### config.mk
export PLATFORM = sky130hd
export DESIGN_NAME = perm384_core
export DESIGN_NICKNAME = d
export VERILOG_FILES = /design/src/rtl/perm384_pkg.sv /design/src/rtl/perm384_spbox.sv /design/src/rtl/perm384_round.sv /design/src/rtl/perm384_core.sv
export SDC_FILE = /design/constraint.sdc
export NUM_CORES = 2
export LEC_CHECK = 0
export CAP_MARGIN = 15
export CORE_UTILIZATION = 30
export CTS_BUF_LIST = sky130_fd_sc_hd__clkbuf_4
export DETAILED_ROUTE_END_ITERATION = 10
export GPL_TIMING_DRIVEN = 0
export PLACE_DENSITY = 0.58
export SLEW_MARGIN = 20
export SYNTH_ARGS = -nofsm -noshare
export SYNTH_HDL_FRONTEND = slang
export SYNTH_SLANG_ARGS = --single-unit
### constraint.sdc
create_clock -name clk -period 2.55 [get_ports clk]
set_clock_uncertainty 0.1 [all_clocks]
set_input_delay 0.765 -clock clk [delete_from_list [all_inputs] [get_ports clk]]
set_output_delay 0.765 -clock clk [all_outputs]
set_load 0.01 [all_outputs]
### src/rtl/perm384_pkg.sv
package perm384_pkg;
  localparam int WORD_W  = 32;
  localparam int N_ROWS  = 3;
  localparam int N_COLS  = 4;
  localparam int STATE_W = WORD_W * N_ROWS * N_COLS;
  localparam int N_ROUNDS = 24;
  localparam int RND_W   = $clog2(N_ROUNDS + 1);
  localparam logic [WORD_W-1:0] RC_BASE = 32'h9e377900;

  // Position of word (row, col) in the flat state vector
  function automatic int word_lsb(input int row, input int col);
    return (row * N_COLS + col) * WORD_W;
  endfunction

  function automatic logic [WORD_W-1:0] rotl(input logic [WORD_W-1:0] v, input int k);
    return (v << k) | (v >> (WORD_W - k));
  endfunction
endpackage

### src/rtl/perm384_spbox.sv
module perm384_spbox
  import perm384_pkg::*;
(
  input  logic [WORD_W-1:0] top_i,
  input  logic [WORD_W-1:0] mid_i,
  input  logic [WORD_W-1:0] bot_i,
  output logic [WORD_W-1:0] top_o,
  output logic [WORD_W-1:0] mid_o,
  output logic [WORD_W-1:0] bot_o
);
  logic [WORD_W-1:0] x, y, z;

  always_comb begin
    x = rotl(top_i, 24);
    y = rotl(mid_i, 9);
    z = bot_i;
    // T-function followed by exchange of the outer words
    bot_o = x ^ (z << 1) ^ ((y & z) << 2);
    mid_o = y ^ x ^ ((x | z) << 1);
    top_o = z ^ y ^ ((x & y) << 3);
  end
endmodule

### src/rtl/perm384_round.sv
module perm384_round
  import perm384_pkg::*;
(
  input  logic [STATE_W-1:0] st_i,
  input  logic [RND_W-1:0]   rnd_i,
  output logic [STATE_W-1:0] st_o
);
  logic [STATE_W-1:0] mixed;

  genvar j;
  generate
    for (j = 0; j < N_COLS; j++) begin : g_col
      perm384_spbox u_box (
        .top_i (st_i[word_lsb(0, j) +: WORD_W]),
        .mid_i (st_i[word_lsb(1, j) +: WORD_W]),
        .bot_i (st_i[word_lsb(2, j) +: WORD_W]),
        .top_o (mixed[word_lsb(0, j) +: WORD_W]),
        .mid_o (mixed[word_lsb(1, j) +: WORD_W]),
        .bot_o (mixed[word_lsb(2, j) +: WORD_W])
      );
    end
  endgenerate

  logic [WORD_W-1:0] w0, w1, w2, w3;

  always_comb begin
    w0 = mixed[word_lsb(0, 0) +: WORD_W];
    w1 = mixed[word_lsb(0, 1) +: WORD_W];
    w2 = mixed[word_lsb(0, 2) +: WORD_W];
    w3 = mixed[word_lsb(0, 3) +: WORD_W];
    st_o = mixed;
    unique case (rnd_i[1:0])
      2'b00: begin
        st_o[word_lsb(0, 0) +: WORD_W] = w1 ^ RC_BASE ^ WORD_W'(rnd_i);
        st_o[word_lsb(0, 1) +: WORD_W] = w0;
        st_o[word_lsb(0, 2) +: WORD_W] = w3;
        st_o[word_lsb(0, 3) +: WORD_W] = w2;
      end
      2'b10: begin
        st_o[word_lsb(0, 0) +: WORD_W] = w2;
        st_o[word_lsb(0, 1) +: WORD_W] = w3;
        st_o[word_lsb(0, 2) +: WORD_W] = w0;
        st_o[word_lsb(0, 3) +: WORD_W] = w1;
      end
      default: ;
    endcase
  end
endmodule

### src/rtl/perm384_core.sv
module perm384_core
  import perm384_pkg::*;
#(
  parameter int ROUNDS_PER_CLK = 2
) (
  input  logic               clk,
  input  logic               rst,
  input  logic               start,
  input  logic [STATE_W-1:0] din,
  output logic               busy,
  output logic               done,
  output logic [STATE_W-1:0] dout
);
  localparam logic [RND_W-1:0] STEP = RND_W'(ROUNDS_PER_CLK);

  logic [STATE_W-1:0] state_q;
  logic [RND_W-1:0]   rnd_q;
  logic [STATE_W-1:0] stage [0:ROUNDS_PER_CLK];

  assign stage[0] = state_q;

  genvar i;
  generate
    for (i = 0; i < ROUNDS_PER_CLK; i++) begin : g_stage
      logic [RND_W-1:0] rnd_here;
      assign rnd_here = rnd_q - RND_W'(i);
      perm384_round u_round (
        .st_i  (stage[i]),
        .rnd_i (rnd_here),
        .st_o  (stage[i+1])
      );
    end
  endgenerate

  always_ff @(posedge clk) begin
    if (rst) begin
      state_q <= '0;
      rnd_q   <= '0;
      busy    <= 1'b0;
      done    <= 1'b0;
    end else begin
      done <= 1'b0;
      if (busy) begin
        state_q <= stage[ROUNDS_PER_CLK];
        rnd_q   <= rnd_q - STEP;
        if (rnd_q == STEP) begin
          busy <= 1'b0;
          done <= 1'b1;
        end
      end else if (start) begin
        state_q <= din;
        rnd_q   <= RND_W'(N_ROUNDS);
        busy    <= 1'b1;
      end
    end
  end

  assign dout = state_q;
endmodule

# --- Word level (Yosys, flattened, before mapping) ---
# Index checks and enable logic that the tools add are counted.
# Widths: inputs -> output; s select.
word_totals:
  reg_bits: 391
  input_bits: 387
  wordCells: 116
  output_inout_bits: 386
classes:
  add_sub_neg: 2
  bitwise_logic: 93
  n_mux: 10
  eq_ne: 3
  reduce_logical: 4
ops:
  columns: ["operator", "count"]
  rows:
  - ["$xor 32x32->32", 48]
  - ["$mux 384", 2]
  - ["$pmux 128 s2", 2]
  - ["$or 32x24->32", 8]
  - ["$or 32x9->32", 8]
  - ["$or 31x31->31", 8]
  - ["$and 30x30->30", 8]
  - ["$and 29x29->29", 8]
  - ["$xor 32x5->32", 2]
  - ["$not 15->15", 2]
  - ["$mux 5", 2]
  - ["$eq 5x2->1 const B", 1]
  - ["$sub 5x1->5 const B", 1]
  - ["$sub 5x2->5 const B", 1]
  - ["$eq 2x2->1 const B", 2]
  - ["$logic_not 2->1", 2]
  - ["$mux 1", 4]
  - ["$reduce_bool 2->1", 1]
  - ["$reduce_or 2->1", 1]
  - ["$not 1->1", 1]

# --- Depth between registers and ports, before layout ---
logic_depth:
  word_depth: 13
  ltp_mapped: 12
  ltp_nobuf: 10

# --- Cells and area by module ---
# Synthesis repeated with hierarchy kept, for this count alone.
unflattened:
  hier_cells: 4712
  hier_area_um2: 43885.8
modules_own_cells:
  columns: ["module", "cells_each", "area_per_inst_um2", "n_inst", "seq_area_each_um2"]
  rows:
  - ["perm384_core", 2082, 22425.3, 1, 7807.5]
  - ["perm384_spbox", 217, 1965.6, 8, 0.0]
  - ["perm384_round", 447, 2867.8, 2, 0.0]

# --- Worst setup path after synthesis ---
# Ideal clock, no wire load.
synth_timing:
  path_type: "register to register"
  startpoint: "reg state_q[292], in the netlist dout[292]"
  endpoint: "reg state_q[31], in the netlist dout[31]"
  setup_slack_ns: 0.162
  arrival_time_ns: 2.202
  required_time_ns: 2.364
  setup_time_ns: 0.086
  n_path_buf: 0
  path_stages_with_launch: 10
  cell_sequence: "dfxtp_1 -> ha_1 -> xor3_1 -> mux2_2 -> ha_1 -> xnor2_1 -> xnor2_1 -> xnor2_1 -> nor2_1 -> a211oi_1"
synth_via:
  elab_chain_cells: 10
  elab_cells_between_ends: 14
  cone_classes: "mux: 3; bitwise: 11"
synth_rtl:
  columns: ["element", "line", "rtl"]
  rows:
  - ["start: declaration", "perm384_core.sv:16", "logic [STATE_W-1:0] state_q;"]
  - ["start signal: assignment", "perm384_core.sv:44", "state_q <= stage[ROUNDS_PER_CLK];"]
  - ["start signal: assignment", "perm384_core.sv:51", "state_q <= din;"]
  - ["$xor 32x32->32 * (2 in a row)", "perm384_spbox.sv:20", "top_o = z ^ y ^ ((x & y) << 3);"]
  - ["$pmux 128 s2 *", "perm384_round.sv:32", "unique case (rnd_i[1:0])"]
  - ["$or 32x24->32", "perm384_pkg.sv:16", "return (v << k) | (v >> (WORD_W - k));"]
  - ["$and 29x29->29", "perm384_spbox.sv:20", null]
  - ["$xor 32x32->32", "perm384_spbox.sv:20", null]
  - ["$not 15->15 (no source line)", null, null]
  - ["$xor 32x5->32", "perm384_round.sv:34", "st_o[word_lsb(0, 0) +: WORD_W] = w1 ^ RC_BASE ^ WORD_W'(rnd_i);"]
  - ["$pmux 128 s2 *", "perm384_round.sv:32", null]
  - ["$mux 384 *", "perm384_core.sv:43", "if (busy) begin"]
# Mark *: on every way between the ends. The rest lies on a longest branch, timed or not.
# A chain may end at the register's enable or synchronous reset.

# --- Worst setup path in the final report ---
layout_timing:
  startpoint: "reg state_q[160], in the netlist dout[160]"
  endpoint: "reg state_q[225], in the netlist dout[225]"
layout_via:
  elab_chain_cells: 8
layout_rtl:
  columns: ["element", "line", "rtl"]
  rows:
  - ["$or 32x9->32", "perm384_pkg.sv:16", null]
  - ["$xor 32x32->32 (2 in a row)", "perm384_spbox.sv:20", null]
  - ["$pmux 128 s2", "perm384_round.sv:32", null]
  - ["$or 32x24->32", "perm384_pkg.sv:16", null]
  - ["$xor 32x32->32 (2 in a row)", "perm384_spbox.sv:19", "mid_o = y ^ x ^ ((x | z) << 1);"]
  - ["$mux 384", "perm384_core.sv:43", null]
# No other way between the ends.

==> flow_metrics.py <==
metrics = {
    "floorplanning": {
        "floorplan.die_area_mm2": 0.120,
        "rows": 125,
        "start_util": 0.304,
        "ios": 773,
        "die_y_um": 346,
        "fp.dieW_um": 346,
        "core_mm2": 0.117,
    },
    "timing": {
        "slew_headroom": 0.143,
        "hold_ws_ns": 0.264,
        "finalMaxSlewViolations": 0,
        "min_period_ns": 2.70,
        "fin_crit_sh": 1.06,
        "setup_ws_ns": -0.155,
        "fmax_mhz": 370,
        "hold_viol_final": 0,
        "rsz0062_at_grt": "true",
        "worst_pin_slew_ns": 1.29,
        "finalSetupViolations": 29,
    },
    "critical_path": {
        "cp.arrival_ns": 3.44,
        "slowest_stage": "xor2_1",
        "crit_chain": "ha_1 -> xor2_1 -> mux2_2 -> ha_1 -> xor2_1 -> a211oi_1",
        "critPathMaxFanout": 4,
        "required_ns": 3.29,
        "r2r_slack_ns": -0.15,
        "cp_slowest_stage_delay_ns": 0.52,
        "criticalPathCategory": "flip-flop to flip-flop",
        "critPathLaunchType": "flip-flop",
        "endpoint_kind": "flip-flop",
    },
    "synth": {
        "synth_top_flop_cell": "dfxtp_1",
        "yosysUniqueCellTypes": 42,
        "ys_seq_area_frac": 0.220,
        "synth_seq_cells": 390,
        "synth.top_cell.area_share": 0.220,
        "ys_top_cells_by_area": "dfxtp_1, ha_1, xnor2_1",
        "synth_edf_count": 0,
        "synth_common_cells": "xnor2_1, ha_1, nor2_1",
        "synth_cells": 3844,
        "synthesis.area_mm2": 0.0355,
        "ys_warn_count": 0,
        "avgSynthCellArea_um2": 9.24,
        "syn-num-nets": 4707,
        "synthArstFlopShare": 0,
        "synth_area_leader_cell": "dfxtp_1",
        "yosysMostFrequentCell": "xnor2_1",
    },
    "placed_design": {
        "port_buffers": 771,
        "gp_congestion": 0.998,
        "postPlaceCellArea_mm2": 0.0453,
        "place_hpwl_um": 186000,
        "post-place-ws_ns": -1.09,
    },
    "routing": {
        "post_drt_wl_per_cell_um": 34.6,
        "wirelength_um": 233000,
        "dr_total_vias": 36937,
        "drt_iter0_markers": 4213,
        "drcViolationCount": 0,
        "vias_per_cell": 5.49,
        "drt_first_pass_iters": 5,
        "ant_nets": 0,
    },
    "finish": {
        "drive_above_1_share": 0.312,
        "final_util": 0.447,
        "final_nets": 5954,
        "syn2layout_area_growth_pct": 47.0,
        "num-fill-cells": 11586,
        "stdcell_area_mm2": 0.0522,
    },
    "global_route": {
        "grt_pass1_wl_um": 306000,
        "grt_usage": 0.375,
        "antenna_found_initial": 29,
        "grt_max_degree": 17,
        "grt_pass1_vias": 36002,
        "overflow": 0,
    },
    "clocking": {
        "clk_pin_slew_ns": 0.08,
        "cts_tree": "yes",
        "h-tree-depth": 3,
        "clk_path_buf_depth": 3,
        "clkLatencyLatePin_ns": 1.07,
        "postCtsHoldBufs": 0,
        "cts.sinks": 390,
        "clock-root-buffer": "clkbuf_4",
        "numCtsBuffers": 115,
    },
    "run_status": {
        "violations": "setup timing",
        "status": "complete, but fails checks",
    },
    "job": {
        "maxCapViolations": 0,
    },
    "worst_hold_path": {
        "hold_class": "input pin to flip-flop",
    },
}
cell families (layout without fill, tap and decap cells):
family | Yosys count | in the layout | share of synthesized area
buf+inv | 403 | 1742 | 0.0458
simple gates | 754 | 754 | 0.0923
mux | 384 | 384 | 0.110
flops | 390 | 390 | 0.220
fa+ha+maj | 476 | 476 | 0.168
xor+xnor | 911 | 911 | 0.258
other cells | 0 | 18 | 0
compound gates | 526 | 526 | 0.106
per-layer routing:
layer,part of all wire,GRT usage
met4,0.067,0.210
met1,0.39,0.467
met3,0.092,0.0742
met5,0.00029,0
met2,0.45,0.603
per-stage QoR:
| stage | instances | setup TNS [ns] |
|---|---|---|
| finish | 6725 | -1.06 |
| global route | 6718 | -0.191 |
| CTS | 6672 | -3.32 |
| detailed placement | 6145 | -279.18 |
| global placement | 6139 | -486.78 |
| floorplan | 3844 | 0 |
what timing repair did:
item,CTS,global route
setup buffers,319,34
endpoints found under the setup margin,734,199
pin swaps,3,21
resized for setup,2430,140
gates cloned,0,1
final timing paths:
| check | start | end | cells after the start |
|---|---|---|---|
| min reg2reg | rnd_q[3]$_SDFFE_PP0P_ | rnd_q[3]$_SDFFE_PP0P_ | 2 |
| max | dout[160]$_SDFFE_PP0P_ | dout[225]$_SDFFE_PP0P_ | 6 |
| min | din[14] | dout[14]$_SDFFE_PP0P_ | 3 |
| max reg2reg | dout[160]$_SDFFE_PP0P_ | dout[225]$_SDFFE_PP0P_ | 6 |
worst max-delay path, delay by kind of cell (launching register included):
kind / cells / cell delay [ns]
xor gates and xnor gates: 2 / 0.84
adders and majority gates: 2 / 0.60
muxes: 1 / 0.41
DFF: 1 / 0.40
AOI/OAI and AO/OA: 1 / 0.12
layout by cell type, fill, tap and decap left out, drive strengths merged, types with 21 or more instances in the layout:
master,synthesis,final
clkinv,0,45
ha,476,476
mux2i,367,367
a21oi,97,97
inv,201,203
nor2b,131,131
nor2,461,461
clkbuf,152,316
xor2,287,287
a211oi,380,380
a2111oi,21,21
nand2,108,108
buf,50,677
clkdlybuf4s15,0,113
xnor3,75,75
dfxtp,390,390
xnor2,538,538
clkdlybuf4s50,0,385
flip-flops by register name, indices dropped and copies added, names as in the netlist:
register and count:
rnd_q 4, dout 384, busy 1, done 1
area by class of cell:
cell class	count	area (µm²)	share of cell area
plain buffers	201	1030	0.0198
repair buffers	1131	9660	0.185
inverters	201	757	0.0145
diodes	18	45.0	0.000863
clock inverters	49	236	0.00453
flip-flops and latches	390	9190	0.176
well taps	1524	1910	0.0365
clock buffers	160	1200	0.0230
multi-input cells	3051	28200	0.540
Power is left out: the tool's default activity adds up to more than one toggle a clock period on the data nets, which glitch-free logic cannot reach.
